--- src/rtl/dual_conv_pkg.sv ---
package dual_conv_pkg;
  typedef enum logic [1:0] {
    MODE_INDEP   = 2'd0,
    MODE_SIMUL   = 2'd1,
    MODE_FAST_IL = 2'd2,
    MODE_SLOW_IL = 2'd3
  } dmode_e;
endpackage

--- src/rtl/conv_stub.sv ---
module conv_stub #(
  parameter int unsigned DW    = 16,
  parameter int unsigned TICKS = 12
) (
  input  logic          clk_i,
  input  logic          rst_ni,
  input  logic          tick_i,
  input  logic          start_i,
  input  logic [DW-1:0] sample_i,
  input  logic          ack_i,
  output logic          idle_o,
  output logic          done_o,
  output logic [DW-1:0] data_o
);
  localparam int unsigned CW = $clog2(TICKS + 1);
  typedef enum logic [1:0] {C_IDLE, C_RUN, C_DONE} cst_e;

  cst_e          st_q;
  logic [CW-1:0] cnt_q;
  logic [DW-1:0] data_q;

  always_ff @(posedge clk_i or negedge rst_ni) begin
    if (!rst_ni) begin
      st_q   <= C_IDLE;
      cnt_q  <= '0;
      data_q <= '0;
    end else begin
      unique case (st_q)
        C_IDLE: if (start_i) begin
          st_q   <= C_RUN;
          cnt_q  <= CW'(TICKS);
          data_q <= sample_i;
        end
        C_RUN: if (tick_i) begin
          if (cnt_q == CW'(1)) st_q <= C_DONE;
          else                 cnt_q <= cnt_q - CW'(1);
        end
        C_DONE: if (ack_i) st_q <= C_IDLE;
        default: st_q <= C_IDLE;
      endcase
    end
  end

  assign idle_o = (st_q == C_IDLE);
  assign done_o = (st_q == C_DONE);
  assign data_o = data_q;


  run_result_stable_chk: assert property (@(posedge clk_i) disable iff (!rst_ni)
    (st_q == C_RUN) |=> $stable(data_q));

  ack_only_done_chk: assert property (@(posedge clk_i) disable iff (!rst_ni)
    ack_i |-> (st_q == C_DONE));
endmodule

--- src/rtl/il_spacer.sv ---
module il_spacer #(
  parameter int unsigned FAST_GAP = 7,
  parameter int unsigned SLOW_GAP = 14
) (
  input  logic clk_i,
  input  logic rst_ni,
  input  logic tick_i,
  input  logic launch_i,
  input  logic slow_i,
  output logic fire_o,
  output logic idle_o
);
  localparam int unsigned MAXG = (FAST_GAP > SLOW_GAP) ? FAST_GAP : SLOW_GAP;
  localparam int unsigned CW   = $clog2(MAXG + 1);

  logic          busy_q;
  logic [CW-1:0] cnt_q;

  always_ff @(posedge clk_i or negedge rst_ni) begin
    if (!rst_ni) begin
      busy_q <= 1'b0;
      cnt_q  <= '0;
    end else if (launch_i) begin
      busy_q <= 1'b1;
      cnt_q  <= slow_i ? CW'(SLOW_GAP) : CW'(FAST_GAP);
    end else if (busy_q && tick_i) begin
      cnt_q <= cnt_q - CW'(1);
      if (cnt_q == CW'(1)) busy_q <= 1'b0;
    end
  end

  assign fire_o = busy_q && tick_i && (cnt_q == CW'(1));
  assign idle_o = !busy_q;


  gap_hold_chk: assert property (@(posedge clk_i) disable iff (!rst_ni)
    (busy_q && !tick_i) |=> $stable(cnt_q));

  launch_idle_chk: assert property (@(posedge clk_i) disable iff (!rst_ni)
    launch_i |-> !busy_q);
endmodule

--- src/rtl/dual_conv_coord.sv ---
module dual_conv_coord
  import dual_conv_pkg::*;
#(
  parameter int unsigned DW        = 16,
  parameter int unsigned MST_TICKS = 12,
  parameter int unsigned SLV_TICKS = 9,
  parameter int unsigned FAST_GAP  = 7,
  parameter int unsigned SLOW_GAP  = 14
) (
  input  logic            clk_i,
  input  logic            rst_ni,
  input  logic            tick_i,
  input  logic [1:0]      mode_i,
  input  logic            mst_trig_i,
  input  logic            slv_trig_i,
  input  logic [DW-1:0]   mst_sample_i,
  input  logic [DW-1:0]   slv_sample_i,
  output logic            mst_start_o,
  output logic            slv_start_o,
  output logic [1:0]      mode_o,
  output logic [2*DW-1:0] word_o,
  output logic            word_vld_o,
  output logic [DW-1:0]   res_o,
  output logic            res_src_o,
  output logic            res_vld_o
);
  localparam int unsigned WW = 2 * DW;

  dmode_e        act_q;
  logic          m_idle, m_done, m_ack, s_idle, s_done, s_ack;
  logic [DW-1:0] m_data, s_data;
  logic          sp_idle, sp_fire, sp_launch;
  logic          is_indep, is_simul, is_il, pair_go, pack_go, idle_all;

  assign is_indep = (act_q == MODE_INDEP);
  assign is_simul = (act_q == MODE_SIMUL);
  assign is_il    = (act_q == MODE_FAST_IL) || (act_q == MODE_SLOW_IL);
  assign idle_all = m_idle && s_idle && sp_idle;
  assign pair_go  = mst_trig_i && idle_all && !is_indep;

  assign mst_start_o = is_indep ? (mst_trig_i && m_idle) : (is_simul ? pair_go : sp_fire);
  assign slv_start_o = is_indep ? (slv_trig_i && s_idle) : pair_go;
  assign sp_launch   = is_il && pair_go;

  assign pack_go = is_simul && m_done && s_done;
  assign m_ack   = is_simul ? pack_go : m_done;
  assign s_ack   = is_simul ? pack_go : (s_done && !m_done);

  conv_stub #(.DW(DW), .TICKS(MST_TICKS)) u_mst (
    .clk_i, .rst_ni, .tick_i,
    .start_i(mst_start_o), .sample_i(mst_sample_i), .ack_i(m_ack),
    .idle_o(m_idle), .done_o(m_done), .data_o(m_data)
  );

  conv_stub #(.DW(DW), .TICKS(SLV_TICKS)) u_slv (
    .clk_i, .rst_ni, .tick_i,
    .start_i(slv_start_o), .sample_i(slv_sample_i), .ack_i(s_ack),
    .idle_o(s_idle), .done_o(s_done), .data_o(s_data)
  );

  il_spacer #(.FAST_GAP(FAST_GAP), .SLOW_GAP(SLOW_GAP)) u_gap (
    .clk_i, .rst_ni, .tick_i,
    .launch_i(sp_launch), .slow_i(act_q == MODE_SLOW_IL),
    .fire_o(sp_fire), .idle_o(sp_idle)
  );

  // mode switch only with nothing in flight and nothing starting
  always_ff @(posedge clk_i or negedge rst_ni) begin
    if (!rst_ni) act_q <= MODE_INDEP;
    else if (idle_all && !mst_start_o && !slv_start_o) act_q <= dmode_e'(mode_i);
  end

  always_ff @(posedge clk_i or negedge rst_ni) begin
    if (!rst_ni) begin
      word_o     <= '0;
      word_vld_o <= 1'b0;
      res_o      <= '0;
      res_src_o  <= 1'b0;
      res_vld_o  <= 1'b0;
    end else begin
      word_vld_o <= pack_go;
      res_vld_o  <= 1'b0;
      if (pack_go) word_o <= WW'({s_data, m_data});
      if (!is_simul && m_done) begin
        res_o     <= m_data;
        res_src_o <= 1'b0;
        res_vld_o <= 1'b1;
      end else if (!is_simul && s_done) begin
        res_o     <= s_data;
        res_src_o <= 1'b1;
        res_vld_o <= 1'b1;
      end
    end
  end

  assign mode_o = act_q;


  simul_pair_chk: assert property (@(posedge clk_i) disable iff (!rst_ni)
    (is_simul && mst_start_o) |-> slv_start_o);

  pack_both_chk: assert property (@(posedge clk_i) disable iff (!rst_ni)
    word_vld_o |-> $past(m_done && s_done));

  mode_hold_chk: assert property (@(posedge clk_i) disable iff (!rst_ni)
    !idle_all |=> $stable(act_q));

  start_idle_chk: assert property (@(posedge clk_i) disable iff (!rst_ni)
    (mst_start_o |-> m_idle) and (slv_start_o |-> s_idle));

  one_output_chk: assert property (@(posedge clk_i) disable iff (!rst_ni)
    $onehot0({word_vld_o, res_vld_o}));
endmodule

--- config.mk ---
export PLATFORM = sky130hd
export DESIGN_NAME = dual_conv_coord
export DESIGN_NICKNAME = d
export VERILOG_FILES = /design/src/rtl/dual_conv_pkg.sv /design/src/rtl/conv_stub.sv /design/src/rtl/il_spacer.sv /design/src/rtl/dual_conv_coord.sv
export SDC_FILE = /design/constraint.sdc
export NUM_CORES = 1
export LEC_CHECK = 0
export ABC_AREA = 0
export BUFFER_PORTS_ARGS = -buffer_cell sky130_fd_sc_hd__buf_2
export CAP_MARGIN = 20
export CORE_ASPECT_RATIO = 1.1
export CORE_MARGIN = 3
export CORE_UTILIZATION = 41
export CTS_CLUSTER_DIAMETER = 100
export DETAILED_ROUTE_END_ITERATION = 6
export PLACE_DENSITY_LB_ADDON = 0.15
export SLEW_MARGIN = 20
export SYNTH_ARGS = -nofsm -noshare
export SYNTH_HDL_FRONTEND = slang
export SYNTH_HIERARCHICAL = 1
export SYNTH_SLANG_ARGS = --single-unit
--- constraint.sdc ---
create_clock -name clk_i -period 2 [get_ports clk_i]
set_input_delay 0.3 -clock clk_i [delete_from_list [all_inputs] [get_ports clk_i]]
set_output_delay 0.3 -clock clk_i [all_outputs]
set_load 0.05 [all_outputs]
After elaboration in Yosys (flattened, before gate mapping)
Index checks and enable logic that the tools add are counted.
- $add $sub $neg: 3
- multiply operators: 0
- div/mod/pow operators: 0
- $lt $le $gt $ge: 0
- eq/ne operators: 20
- shifts and indexed selects: 0
- muxes and demuxes: 35
- bitwise gates (word level): 0
- reductions and logical operators: 38
- operators with widths (operator ; count):
    4-bit 2-to-1 mux ; 9
    16-bit 2-to-1 mux ; 2
    1-bit logical AND ; 16
    2-bit 2-to-1 mux ; 8
    4-bit one-hot mux with 2 select lines ; 2
    4-bit AND reduction ; 4
    4-bit by 1-bit == test with 1-bit output, second input constant ; 3
    1-bit 2-to-1 mux ; 12
    2-bit inequality test, second input constant ; 6
    2-bit one-hot mux with 3 select lines ; 2
    4-bit by 1-bit subtractor with 4-bit output, second input constant ; 3
    2-bit nonzero test ; 5
    2-bit == test, second input constant ; 4
    2-bit by 1-bit inequality test with 1-bit output, second input constant ; 4
    2-bit by 1-bit == test with 1-bit output, second input constant ; 3
    1-bit zero test ; 6
    2-bit zero test ; 3
    2-bit AND reduction ; 3
    1-bit logical OR ; 1
- register bits after elaboration: 102
- latch bits: 0
- memory bits (writable): 0
- bits in read-only memories: 0
- word-level logic and storage cells: 110
- memories: 0

Depth between registers and ports, before layout
- word-level depth: 10
- depth in mapped cells: 9
- depth with buffers taken out: 8

By module
Netlist, hierarchy kept.
- modules (own cells, without submodules) (module ; times used ; cells each ; area each (µm²) ; sequential area each (µm²)):
    dual_conv_coord ; 1 ; 242 ; 2372.3 ; 1326.3
    conv_stub (u_mst) ; 1 ; 75 ; 1056.0 ; 550.5
    conv_stub (u_slv) ; 1 ; 72 ; 1022.2 ; 550.5
    il_spacer ; 1 ; 28 ; 290.3 ; 125.1

Worst setup path after synthesis
Ideal clock, no wire load.
- kind: reg2reg
- from: reg act_q[0], in the netlist mode_o[0]
- to: reg u_mst.data_q[10], in the netlist u_mst/data_o[10]
- library setup time: 0.125 ns
- arrival time: 2.381 ns
- data required time: 1.875 ns
- setup slack: -0.506 ns
- stages on the path, launching flop included: 8
- buffers on the path: 3
- cell sequence: dfrtp_1 -> buf_4 -> nor4bb_4 -> a211o_1 -> and2_1 -> buf_6 -> buf_12 -> mux2_4
- word-level cells in the longest chain between the ends: 6
- elaborated cells between the ends (all ways): 7
- those cells by class: eq/ne: 1; mux: 2; reduce/logical: 4
- ends and longest elaborated chain (item ; line ; text):
    from (decl) ; dual_conv_coord.sv:29 ; dmode_e act_q;
    from (signal assigned) ; dual_conv_coord.sv:70 ; else if (idle_all && !mst_start_o && !slv_start_o) act_q <= dmode_e'(mode_i);
    2-bit zero test ; dual_conv_coord.sv:35 ; assign is_indep = (act_q == MODE_INDEP);
    1-bit zero test ; dual_conv_coord.sv:39 ; assign pair_go = mst_trig_i && idle_all && !is_indep;
    1-bit logical AND ; dual_conv_coord.sv:39 ;
    1-bit 2-to-1 mux ; dual_conv_coord.sv:41 ; assign mst_start_o = is_indep ? (mst_trig_i && m_idle) : (is_simul ? pair_go : sp_fire);
    1-bit 2-to-1 mux (*) ; dual_conv_coord.sv:41 ;
    net mst_start_o ; dual_conv_coord.sv:18 ; output logic mst_start_o,
    2-bit AND reduction (no source line) (*) ; -- ;
    to (signal assigned) ; conv_stub.sv:32 ; data_q <= sample_i;
    to (decl) ; conv_stub.sv:20 ; logic [DW-1:0] data_q;
Mark *: on every way through the listed nets, which the timed path passes. The rest lies on a longest branch.
A chain may end at the register's enable or synchronous reset.

Worst setup path after layout
- from: reg u_gap.cnt_q[1]
- to: out mst_start_o
- word-level cells in the longest chain between the ends: 4
- ends and longest elaborated chain (item ; line ; text):
    from (decl) ; il_spacer.sv:17 ; logic [CW-1:0] cnt_q;
    from (signal assigned) ; il_spacer.sv:25 ; cnt_q <= slow_i ? CW'(SLOW_GAP) : CW'(FAST_GAP);
    from (signal assigned) ; il_spacer.sv:27 ; cnt_q <= cnt_q - CW'(1);
    4-bit by 1-bit == test with 1-bit output ; il_spacer.sv:32 ; assign fire_o = busy_q && tick_i && (cnt_q == CW'(1));
    1-bit logical AND ; il_spacer.sv:32 ;
    net sp_fire ; dual_conv_coord.sv:32 ; logic sp_idle, sp_fire, sp_launch;
    1-bit 2-to-1 mux (2 in a row) ; dual_conv_coord.sv:41 ;
    to (decl) ; dual_conv_coord.sv:18 ;
The timed path passes the listed nets, and every way through them passes these cells.

==> impl_metrics.ini <==
[outcome]
status = finished, final reports clean

[sta]
finalSetupTns_ns = 0
relSlewSlack = 0.749
setup_violations = 0
finalClockSkew_ns = 0.00808
tightest_slew_ns = 0.376
rsz0062_at_grt = yes
min_period_over_period = 0.967
finalHoldViolCount = 0
min_period_ns = 1.93
finalMaxSlewViolations = 0
timing.fmax_mhz = 517

[power]
leakagePower_nw = 3.02
powerDensity_nw_per_um2 = 1390
power_mw = 8.01
peakVddDrop_mv = 0.584

[routing]
drtPass1Iterations = 4
wl_mm = 10.1
wl_per_cell_um = 15.0
first_iter_violations = 182
via_count = 3267
post-route-drc-count = 0
drt-vias-per-instance = 4.87
ant_nets = 0

[floorplan]
die_area_sq_um = 12900
ios = 94
die_height_um = 119
row_count = 40
coreArea_sq_um = 11100
initial_utilization = 0.427
die_w_um = 109

[clocking]
cts_htree_levels = 3
cts_tree = done
clk_pin_slew_ns = 0.07
cts_sinks = 102
root_buffer = clkbuf_16
cts_buffer_depth = 2
cts_buffers = 9
clock_latency_ns = 0.34

[logic_synthesis]
syn_nets = 462
synth_warnings = 6
synth_top_area_frac = 0.538
synth_top_family_by_area = simple AND/OR/NAND/NOR gates
synth-edff-count = 0
synth_compound_area_frac = 0.0768
yosys.area_share.simple = 0.181
ys.flop_type = dfrtp_1
avgSynthCellArea_sq_um = 11.4
synth-seq-area-share = 0.538
syn_area_sq_um = 4740
ys_seq_elements = 102
muxShareOfSynthArea = 0.133
yosys.area.top_type = dfrtp_1
synth_fa_ha_area_frac = 0.0158
synthXorXnorAreaFrac = 0.00369
synthCells = 417
ys_top_cells_by_area = dfrtp_1, nand2_1, mux2_4
ys_async_sr_fraction = 1.00
ys_types = 62

[hold_path]
hold_class = in -> reg
hp-start = slv_sample_i[2]
whs_endpoint = u_slv/data_o[2]
min_path_cells = 2

[cells_and_area]
drive_gt1_frac = 0.349
n_fill_cell = 1030
multi_input_area_sq_um = 1980
final_common_cell = nand2_1
regArea_sq_um = 2550
instances_no_fill = 671
area_delta_synth_final_pct = 21.2
antenna_cells = 0
final_cell_mix = nand2_1, dfrtp_1, buf_2
finalNetCount = 564

[placement]
dp.cells = 652
port_buffers = 93
place.gp.congestion = 0.779
dpl.hpwl_mm = 7.20

[job]
drv_cap = 0

[worst_setup_path]
worstRegToRegCells = 7
path_max_fanout = 4
timing.reg2reg.setup_slack_ns = 0.09
r2r_start = u_gap/cnt_q[1]
crit_required_ns = 1.70
endpoint_kind = output pin
rr_endpoint = u_mst/data_o[0]
cp.arrival_ns = 1.63
cp-start-kind = flip-flop
path_class = reg -> out

[grt]
antenna_found_initial = 0
grt_use_total = 0.165
grt_max_degree = 52
grt_pass1_wl_mm = 16.8
grt_pass1_vias = 3273
grt.overflow.total = 0
repair_timing:
item                       4_1_cts  5_1_grt
cloned                           0        0
hold endpoints to repair        23        0
hold buffers                     1        0
gates resized for setup          1        6
buffers inserted                 1        1
setup endpoints to repair        4       10
critical path: stages, from the launching register on:
cell and delay (ns):
dfrtp_1 0.37, inv_1 0.07, ha_1 0.20, nand2_1 0.07
nor2_2 0.06, a211o_4 0.36, buf_6 0.16
cells by family after synthesis:
| family | after synthesis |
|---|---|
| compound gates | 47 |
| mux | 51 |
| xor+xnor | 2 |
| flops | 102 |
| fa+ha+maj | 6 |
| simple gates | 176 |
| buf+inv | 33 |
sequential cells by signal, indices dropped and copies added (netlist names):
register / cells
u_gap/busy_q: 1
word_o: 32
u_slv/data_o: 16
u_slv/cnt_q: 4
u_slv/st_q: 2
mode_o: 2
u_mst/st_q: 2
res_vld_o: 1
res_o: 16
u_mst/cnt_q: 4
res_src_o: 1
u_mst/data_o: 16
u_gap/cnt_q: 4
word_vld_o: 1
cell usage after synthesis, drive strengths merged (2+ instances only):
library cell and number:
buf 19, inv 10, nor2b 3, clkbuf 4
o31ai 3, nand2b 6, mux2 32, nand2 121
o211ai 2, mux2i 19, dfrtp 102, nor3 2
nand3 6, a32o 2, nor3b 5, a211o 3
o21ai 21, and2 5, nor2 13, a211oi 3
nor4 2, o21a 2, or3 5, ha 6
how the worst max path moves through the flow:
stage / from / cells past startpoint / end / slack, ns
after CTS: u_gap/cnt_q[1] / 6 / mst_start_o / 0.006
after detailed placement: u_gap/cnt_q[1] / 7 / u_mst/data_o[0] / 0.01
final: u_gap/cnt_q[1] / 6 / mst_start_o / 0.07
after global routing: u_gap/cnt_q[1] / 7 / u_mst/data_o[0] / -0.02
after floorplan: mode_o[1] / 9 / u_mst/data_o[10] / -0.17
after global placement: u_gap/cnt_q[1] / 7 / u_mst/data_o[15] / 0.06
per-stage QoR:
step	area (sq um)	setup slack (ns)	util	hold WS, ns
final	5740	0.0658	0.517	0.178
after global routing	5740	-0.0163	0.517	0.172
after CTS	5720	0.00562	0.515	0.170
after detailed placement	5390	0.0135	0.485	0.234
after global placement	5390	0.0610	0.485	0.226
after floorplan	4770	-0.171	-	0.00441
power by group:
group	switching (mW)	internal, mW	leakage, nW
combinational	1.66	1.31	1.57
clock	0.793	1.02	0.155
sequential	0.517	2.71	1.30
routing by layer:
metal	wire length, um	global-route usage	up-vias
met5	0	0	-
met4	72	0.0379	0
met3	452	0.0393	6
met2	4910	0.269	69
met1	4660	0.224	1587
li1	-	-	1605
layout make-up:
class	count	area share
repair buffers	114	0.117
flip-flops and latches	102	0.445
multi-input cells	282	0.344
clock buffers	10	0.0416
well taps	147	0.0320
clock inverters	6	0.0133
inverters	10	0.00653
(Power assumes the default switching activity.)
